[src/rtl/ledtx_pkg.sv]
// Shared register offsets and field masks for the LED controller front end.
// Assumes byte offsets on a 6-bit register address.
package ledtx_pkg;
    localparam int unsigned REG_AW = 6;
    localparam int unsigned STS_W  = 2;

    localparam logic [REG_AW-1:0] A_CTRL = 6'h00;
    localparam logic [REG_AW-1:0] A_BITT = 6'h04;
    localparam logic [REG_AW-1:0] A_RSTT = 6'h0C;
    localparam logic [REG_AW-1:0] A_DATA = 6'h14;
    localparam logic [REG_AW-1:0] A_DMAC = 6'h18;
    localparam logic [REG_AW-1:0] A_INTC = 6'h1C;
    localparam logic [REG_AW-1:0] A_STAT = 6'h20;

    localparam logic [31:0] M_CTRL = 32'h1FFF_01C1;
    localparam logic [31:0] M_BITT = 32'h07FF_07FF;
    localparam logic [31:0] M_RSTT = 32'h1FFF_03FF;
    localparam logic [31:0] M_DMAC = 32'h0000_003F;
    localparam logic [31:0] M_INTC = 32'h0000_0023;
endpackage

[src/rtl/ledtx_fifo.sv]
// Transmit FIFO with a live fill level.
// Assumes: a push while full is dropped, and a pop while empty is ignored.
// The storage has no reset; only pointers and level are reset.
module ledtx_fifo #(
    parameter int unsigned W     = 32,
    parameter int unsigned DEPTH = 32,
    localparam int unsigned AW   = (DEPTH > 1) ? $clog2(DEPTH) : 1,
    localparam int unsigned LW   = $clog2(DEPTH + 1)
) (
    input  logic          clk,
    input  logic          rst_n,
    input  logic          push,
    input  logic [W-1:0]  din,
    input  logic          pop,
    output logic [W-1:0]  dout,
    output logic          empty,
    output logic          full,
    output logic [LW-1:0] level
);
    logic [W-1:0]  mem [DEPTH];
    logic [AW-1:0] wptr, rptr;
    logic          push_ok, pop_ok;

    function automatic logic [AW-1:0] step(input logic [AW-1:0] p);
        return (p == AW'(DEPTH - 1)) ? '0 : p + 1'b1;
    endfunction

    assign empty   = (level == '0);
    assign full    = (level == LW'(DEPTH));
    assign push_ok = push && !full;
    assign pop_ok  = pop && !empty;
    assign dout    = mem[rptr];

    // Store an accepted word at the write pointer.
    always_ff @(posedge clk) begin
        if (push_ok) mem[wptr] <= din;
    end

    // Advance pointers and track the occupancy.
    always_ff @(posedge clk) begin
        if (!rst_n) begin
            wptr  <= '0;
            rptr  <= '0;
            level <= '0;
        end else begin
            if (push_ok) wptr <= step(wptr);
            if (pop_ok)  rptr <= step(rptr);
            if (push_ok && !pop_ok)      level <= level + 1'b1;
            else if (pop_ok && !push_ok) level <= level - 1'b1;
        end
    end
endmodule

[src/rtl/ledtx_evt.sv]
// Status flags, interrupt combine and DMA request.
// Bit 0 is frame done, bit 1 is CPU request. Set events win over a
// write-one-to-clear that arrives in the same cycle.
module ledtx_evt
    import ledtx_pkg::*;
(
    input  logic             clk,
    input  logic             rst_n,
    input  logic             frame_done,
    input  logic             req_cond,
    input  logic             dma_en,
    input  logic [STS_W-1:0] clr,
    input  logic             gie,
    input  logic [STS_W-1:0] ie,
    output logic [STS_W-1:0] sts,
    output logic             irq,
    output logic             dma_req
);
    logic [STS_W-1:0] set_ev;

    assign set_ev  = {req_cond && !dma_en, frame_done};
    assign dma_req = req_cond && dma_en;
    assign irq     = gie && |(sts & ie);

    // Sticky status with set-over-clear priority.
    always_ff @(posedge clk) begin
        if (!rst_n) sts <= '0;
        else        sts <= set_ev | (sts & ~clr);
    end
endmodule

[src/rtl/ledtx_front.sv]
// Register front end of the serial LED controller: configuration
// registers, data push into the transmit FIFO, request generation and
// interrupt status. Assumes single-cycle register writes and
// combinational reads.
module ledtx_front
    import ledtx_pkg::*;
#(
    parameter int unsigned DEPTH = 32,
    localparam int unsigned LVL_W = $clog2(DEPTH + 1)
) (
    input  logic              clk,
    input  logic              rst_n,
    input  logic              reg_wr,
    input  logic [REG_AW-1:0] reg_addr,
    input  logic [31:0]       reg_wdata,
    output logic [31:0]       reg_rdata,
    output logic              px_valid,
    output logic [31:0]       px_data,
    input  logic              px_ready,
    input  logic              frame_done,
    output logic              irq,
    output logic              dma_req,
    output logic              cfg_en,
    output logic [2:0]        cfg_order,
    output logic [12:0]       cfg_len,
    output logic [31:0]       cfg_bit_timing,
    output logic [31:0]       cfg_reset_timing
);
    logic [31:0]      ctrl_q, bitt_q, rstt_q, dmac_q, intc_q;
    logic [LVL_W-1:0] fill_lvl;
    logic             fifo_empty, fifo_full, wr_data, px_pop;
    logic             ctrl_en, dma_en, gie, req_cond;
    logic [STS_W-1:0] sts, sts_clr;
    logic             sts_done, sts_req;
    logic [5:0]       lvl_field;

    assign wr_data   = reg_wr && (reg_addr == A_DATA);
    assign px_pop    = px_valid && px_ready;
    assign px_valid  = !fifo_empty;
    assign ctrl_en   = ctrl_q[0];
    assign dma_en    = dmac_q[5];
    assign gie       = intc_q[5];
    assign req_cond  = ctrl_en && (fill_lvl <= LVL_W'(dmac_q[4:0]));
    assign sts_clr   = (reg_wr && reg_addr == A_STAT) ? reg_wdata[STS_W-1:0] : '0;
    assign sts_done  = sts[0];
    assign sts_req   = sts[1];
    assign lvl_field = 6'(fill_lvl);

    assign cfg_en           = ctrl_en;
    assign cfg_order        = ctrl_q[8:6];
    assign cfg_len          = ctrl_q[28:16];
    assign cfg_bit_timing   = bitt_q;
    assign cfg_reset_timing = rstt_q;

    // Configuration registers; frame end clears the enable bit.
    always_ff @(posedge clk) begin
        if (!rst_n) begin
            ctrl_q <= '0;
            bitt_q <= '0;
            rstt_q <= '0;
            dmac_q <= '0;
            intc_q <= '0;
        end else begin
            if (reg_wr) begin
                case (reg_addr)
                    A_CTRL:  ctrl_q <= reg_wdata & M_CTRL;
                    A_BITT:  bitt_q <= reg_wdata & M_BITT;
                    A_RSTT:  rstt_q <= reg_wdata & M_RSTT;
                    A_DMAC:  dmac_q <= reg_wdata & M_DMAC;
                    A_INTC:  intc_q <= reg_wdata & M_INTC;
                    default: ;
                endcase
            end
            if (frame_done) ctrl_q[0] <= 1'b0;
        end
    end

    // Read multiplexer; data register and unknown offsets read zero.
    always_comb begin
        case (reg_addr)
            A_CTRL:  reg_rdata = ctrl_q;
            A_BITT:  reg_rdata = bitt_q;
            A_RSTT:  reg_rdata = rstt_q;
            A_DMAC:  reg_rdata = dmac_q;
            A_INTC:  reg_rdata = intc_q;
            A_STAT:  reg_rdata = {16'h0, lvl_field, 8'h0, sts};
            default: reg_rdata = '0;
        endcase
    end

    ledtx_fifo #(.W(32), .DEPTH(DEPTH)) u_fifo (
        .clk   (clk),
        .rst_n (rst_n),
        .push  (wr_data),
        .din   (reg_wdata),
        .pop   (px_pop),
        .dout  (px_data),
        .empty (fifo_empty),
        .full  (fifo_full),
        .level (fill_lvl)
    );

    ledtx_evt u_evt (
        .clk        (clk),
        .rst_n      (rst_n),
        .frame_done (frame_done),
        .req_cond   (req_cond),
        .dma_en     (dma_en),
        .clr        (sts_clr),
        .gie        (gie),
        .ie         (intc_q[1:0]),
        .sts        (sts),
        .irq        (irq),
        .dma_req    (dma_req)
    );
endmodule

[config.mk]
export PLATFORM = sky130hd
export DESIGN_NAME = ledtx_front
export DESIGN_NICKNAME = d
export VERILOG_FILES = /design/src/rtl/ledtx_pkg.sv /design/src/rtl/ledtx_fifo.sv /design/src/rtl/ledtx_evt.sv /design/src/rtl/ledtx_front.sv
export SDC_FILE = /design/constraint.sdc
export NUM_CORES = 1
export LEC_CHECK = 0
export ABC_AREA = 0
export BUFFER_PORTS_ARGS = -buffer_cell sky130_fd_sc_hd__buf_2
export CELL_PAD_IN_SITES_DETAIL_PLACEMENT = 0
export CELL_PAD_IN_SITES_GLOBAL_PLACEMENT = 2
export CORE_ASPECT_RATIO = 0.9
export CORE_MARGIN = 1.5
export CORE_UTILIZATION = 31
export CTS_CLUSTER_DIAMETER = 80
export DETAILED_ROUTE_END_ITERATION = 16
export PLACE_DENSITY = 0.54
export RECOVER_POWER = 50
export SYNTH_ARGS = -nofsm -noshare
export SYNTH_HDL_FRONTEND = slang
export SYNTH_SLANG_ARGS = --single-unit
[constraint.sdc]
create_clock -name clk -period 4.2 [get_ports clk]
set_input_delay 0.42 -clock clk [delete_from_list [all_inputs] [get_ports clk]]
set_output_delay 0.42 -clock clk [all_outputs]
set_load 0.02 [all_outputs]
==> impl_metrics.tcl <==
set metrics [dict create \
    count_of_cells_resized_by_post_cts_repair 0 \
    final_critical_path_setup_slack_ns 0.196 \
    drt_pre_antenna_iters 6 \
    synth_largest_type_area_fraction_pct 70.2 \
    fp.dieH_um 360 \
    groute.layer.met2.usage_pct 27.3 \
    worst_skew_pair.late_latency_ns 0.75 \
    regToRegStartpoint "u_fifo.level[0]" \
    cts.clk_slew.worst_paths_ns 0.06 \
    antenna_found_initial 16 \
    cts_setup_buffers 0 \
    finalWeightedCongestion 0.748 \
    worstHoldStart "rst_n" \
    netlist_top_cells_area "edfxtp_1 (70%), mux4_2 (6.6%), mux2_2 (4.9%)" \
    cts_tree "done" \
    regToRegEndpoint "u_fifo.level[5]" \
    max_clock_freq_mhz 250 \
    max-clock-path-buffers 3 \
    port-buffer-count 168 \
    hold_ws_ns 0.0973 \
    first_global_vias 24700 \
    grt_first_pass_wirelength_um 184000 \
    worst_r2r_path_depth 11 \
    worst_clock_skew_ns 0.0413 \
    timing.critical_path.to_type "output port" \
    drtAntennaViolNets 0 \
    placementRows 130 \
    grt_busiest_layer "met2" \
    outcome "finished with violations" \
    finalHoldViolCount 0 \
    grt_max_degree 83 \
    worstHoldEndpoint "u_evt.sts[0]" \
    first_iter_violations 1895 \
    timing.max_slew.rel_slack_pct -40.2 \
    rsz0062_at_grt "false" \
    die-width_um 399 \
    vdd_drop_max_v 0.000358 \
    min_path_cells 2 \
    timing.final.max_slew_violations 854 \
    design.final.nets 2794 \
    cp_data_arrival_time_ns 3.58 \
    cts_hold_buffers 1 \
    yosys-mux-area-fraction_pct 11.6 \
    timing.critical_path.from_type "register" \
    max_cap_violations 24 \
    synth.lib_cells_used.distinct 53 \
    synthCells 2498 \
    rrSetupSlack_ns 0.99 \
    yosys.area_share.adder_pct 0.531 \
    static-leakage-power_uw 0.0161 \
    die-area_um2 144000 \
    compound_cell_area_share_of_the_yosys_netlist_pct 5.93 \
    tritoncts_num_sinks 1118 \
    drive_above_1_share_pct 25.8 \
    finalWorstPathRequiredPeriod_ns 4.00 \
    ys_seq_area_share_pct 74.5 \
    initial_core_util_pct 31.3 \
    route.detailed.drc 0 \
    async_reset_ff_share_pct 0 \
    synth_seq_cells 1118 \
    timing.critical_path.fanout_max 66 \
    detail_route.vias_per_cell 5.13 \
    synth_enable_flop_cells 1024 \
    post-dp-hpwl_um 74800 \
    postSynthAreaPerCell_um2 17.5 \
    failing_checks "max-capacitance violations, max-slew violations" \
    totalWireLength_um 129000 \
    syn-cell-area_um2 43800 \
    synth_xor_xnor_area_share_pct 0.0600 \
    drt-wirelength-per-cell_um 27.6 \
    synth_top_family_by_area "multiplexers" \
    grtUsageTotal_pct 17.9 \
    core-area_um2 140000 \
    power.density_cell_area_nw_per_um2 508 \
    met1_usage_pct 26.4 \
    finalSetupViolCount 0 \
    setup_total_negative_slack_ns 0 \
    num_io_pins 191 \
    synth_area_in_simple_gates_pct 5.21 \
    place_worst_setup_slack_ns 0.834 \
    synth-main-ff-cell "edfxtp_1" \
    route.vias.total 24100 \
    fill_cells 13100 \
    cts_buffers 120 \
    synth_top_cell_by_area "edfxtp_1" \
    worst-slew-pin-transition_ns 2.10 \
    globalRouteOverflowTotal 0 \
    area.growth.synth_to_final_pct 18.0 \
    grt_util_met3_pct 3.23 \
    synth-warning-count 0 \
    clock_tree.root_cell "clkbuf_16" \
    setup.worst_path.class "reg -> out" \
    worstPathRequired_ns 3.78 \
    hold_path.class "in -> reg" \
    h_tree_level_count 3 \
    utilization_pct 37.0 \
    layout_worst_path_cycle_share_pct 95.3 \
]
-- per-stage QoR --
stage               total power, uW  cells  cell area, um^2
finish                        26300   4688            51700
detailed placement            15400   4458            47600
CTS                           26600   4685            51800
global route                  27200   4685            51700
floorplan                     14200   2519            43900
global placement              15400   4458            47600
-- report_power, final --
part,internal (uW),switching [uW],total (uW)
sequential,12200,78.4,12300
clock,6700,4500,11200
combinational,1030,1800,2840
-- synthesized netlist by cell type, types with 4 or more instances --
master,instances
ha_1,17
nand3b_1,5
dfxtp_1,94
nand3_2,4
a211oi_1,66
o21ai_0,73
or3_1,4
mux2_2,192
inv_1,29
nor2_1,48
nand3_1,58
or4_1,35
nor3_1,66
nand2_1,107
clkbuf_1,121
a22o_1,68
and2_1,9
mux4_2,128
buf_6,8
and3_1,7
nand4_1,4
a31oi_1,6
a222oi_1,21
buf_2,12
buf_1,12
mux2i_1,5
a21oi_1,79
buf_4,26
o22ai_1,64
nor2b_1,68
edfxtp_1,1024
-- layout by cell type (no fill, tap or decap), types with 6 or more instances in the layout --
cell	netlist	final
buf_4	26	70
clkinv_2	0	20
nor2_1	48	14
dfxtp_1	94	92
mux2_2	192	192
nor2_4	0	34
a21oi_1	79	79
a22o_1	68	68
and2_1	9	7
bufinv_16	0	24
o22ai_1	64	64
clkbuf_16	0	120
clkinvlp_4	0	9
edfxtp_1	1024	1024
nand3_1	58	58
inv_1	29	28
nor2b_1	68	67
clkinv_1	0	32
a222oi_1	21	21
mux4_2	128	128
ha_1	17	17
nor3_1	66	66
nand2_1	107	106
a31oi_1	6	6
a211oi_1	66	66
or4_1	35	35
conb_1	1	22
o21ai_0	73	73
buf_2	12	74
and3_1	7	6
clkbuf_1	121	106
buf_12	0	28
-- routing by layer --
metal	part of all wire (%)	routed length, um	vias up
met3	5.4	7010	156
li1	-	-	10500
met1	47	60600	12700
met2	46	59200	726
met5	0.0085	11	-
met4	1.9	2420	2
-- logic make-up after synthesis --
logic type               Yosys count
AO/OA/AOI/OAI                    389
XOR/XNOR                           3
adder cells (fa/ha/maj)           18
buffers and inverters            208
flip-flops                      1118
multiplexers                     325
other                              1
AND/OR/NAND/NOR                  436
-- critical path, cell delays in order, from the launching register on --
cell and delay (ns):
dfxtp_4 0.51, buf_12 0.43, mux4_2 0.58, a22o_1 0.30
or4_1 0.63, buf_2 0.23
-- registers in the layout, summed over array words and instances, names as in the netlist, named ones only --
signal and count:
cfg_bit_timing 22, cfg_reset_timing 23, ctrl_q 17, dmac_q 6, intc_q 3, u_evt.sts 2, u_fifo.level 6, u_fifo.mem 1024
u_fifo.rptr 5, u_fifo.wptr 5
-- worst max-delay path by stage --
stage	end	cells after the start	startpoint	slack, ns
finish	px_data[0]	5	register	0.20
CTS	px_data[0]	5	register	0.08
floorplan	u_fifo.mem[14][0]	5	reg_addr[3]	0.82
global route	px_data[24]	5	register	0.004
global placement	u_fifo.level[5]	12	reg_addr[3]	0.82
detailed placement	u_fifo.mem[3][15]	6	reg_wr	0.83
-- area by class of cell --
| type | count | area [um^2] | share of cell area, % |
|---|---|---|---|
| Sequential cell | 1118 | 32600 | 63.1 |
| Multi-Input combinational cell | 1193 | 10600 | 20.5 |
| Clock buffer | 128 | 3030 | 5.86 |
| Tap cell | 1848 | 2310 | 4.47 |
| Timing Repair Buffer | 271 | 1830 | 3.55 |
| Clock inverter | 98 | 1180 | 2.28 |
| Inverter | 29 | 109 | 0.210 |
| Antenna cell | 3 | 7.51 | 0.0145 |
(Power assumes the default switching activity.)
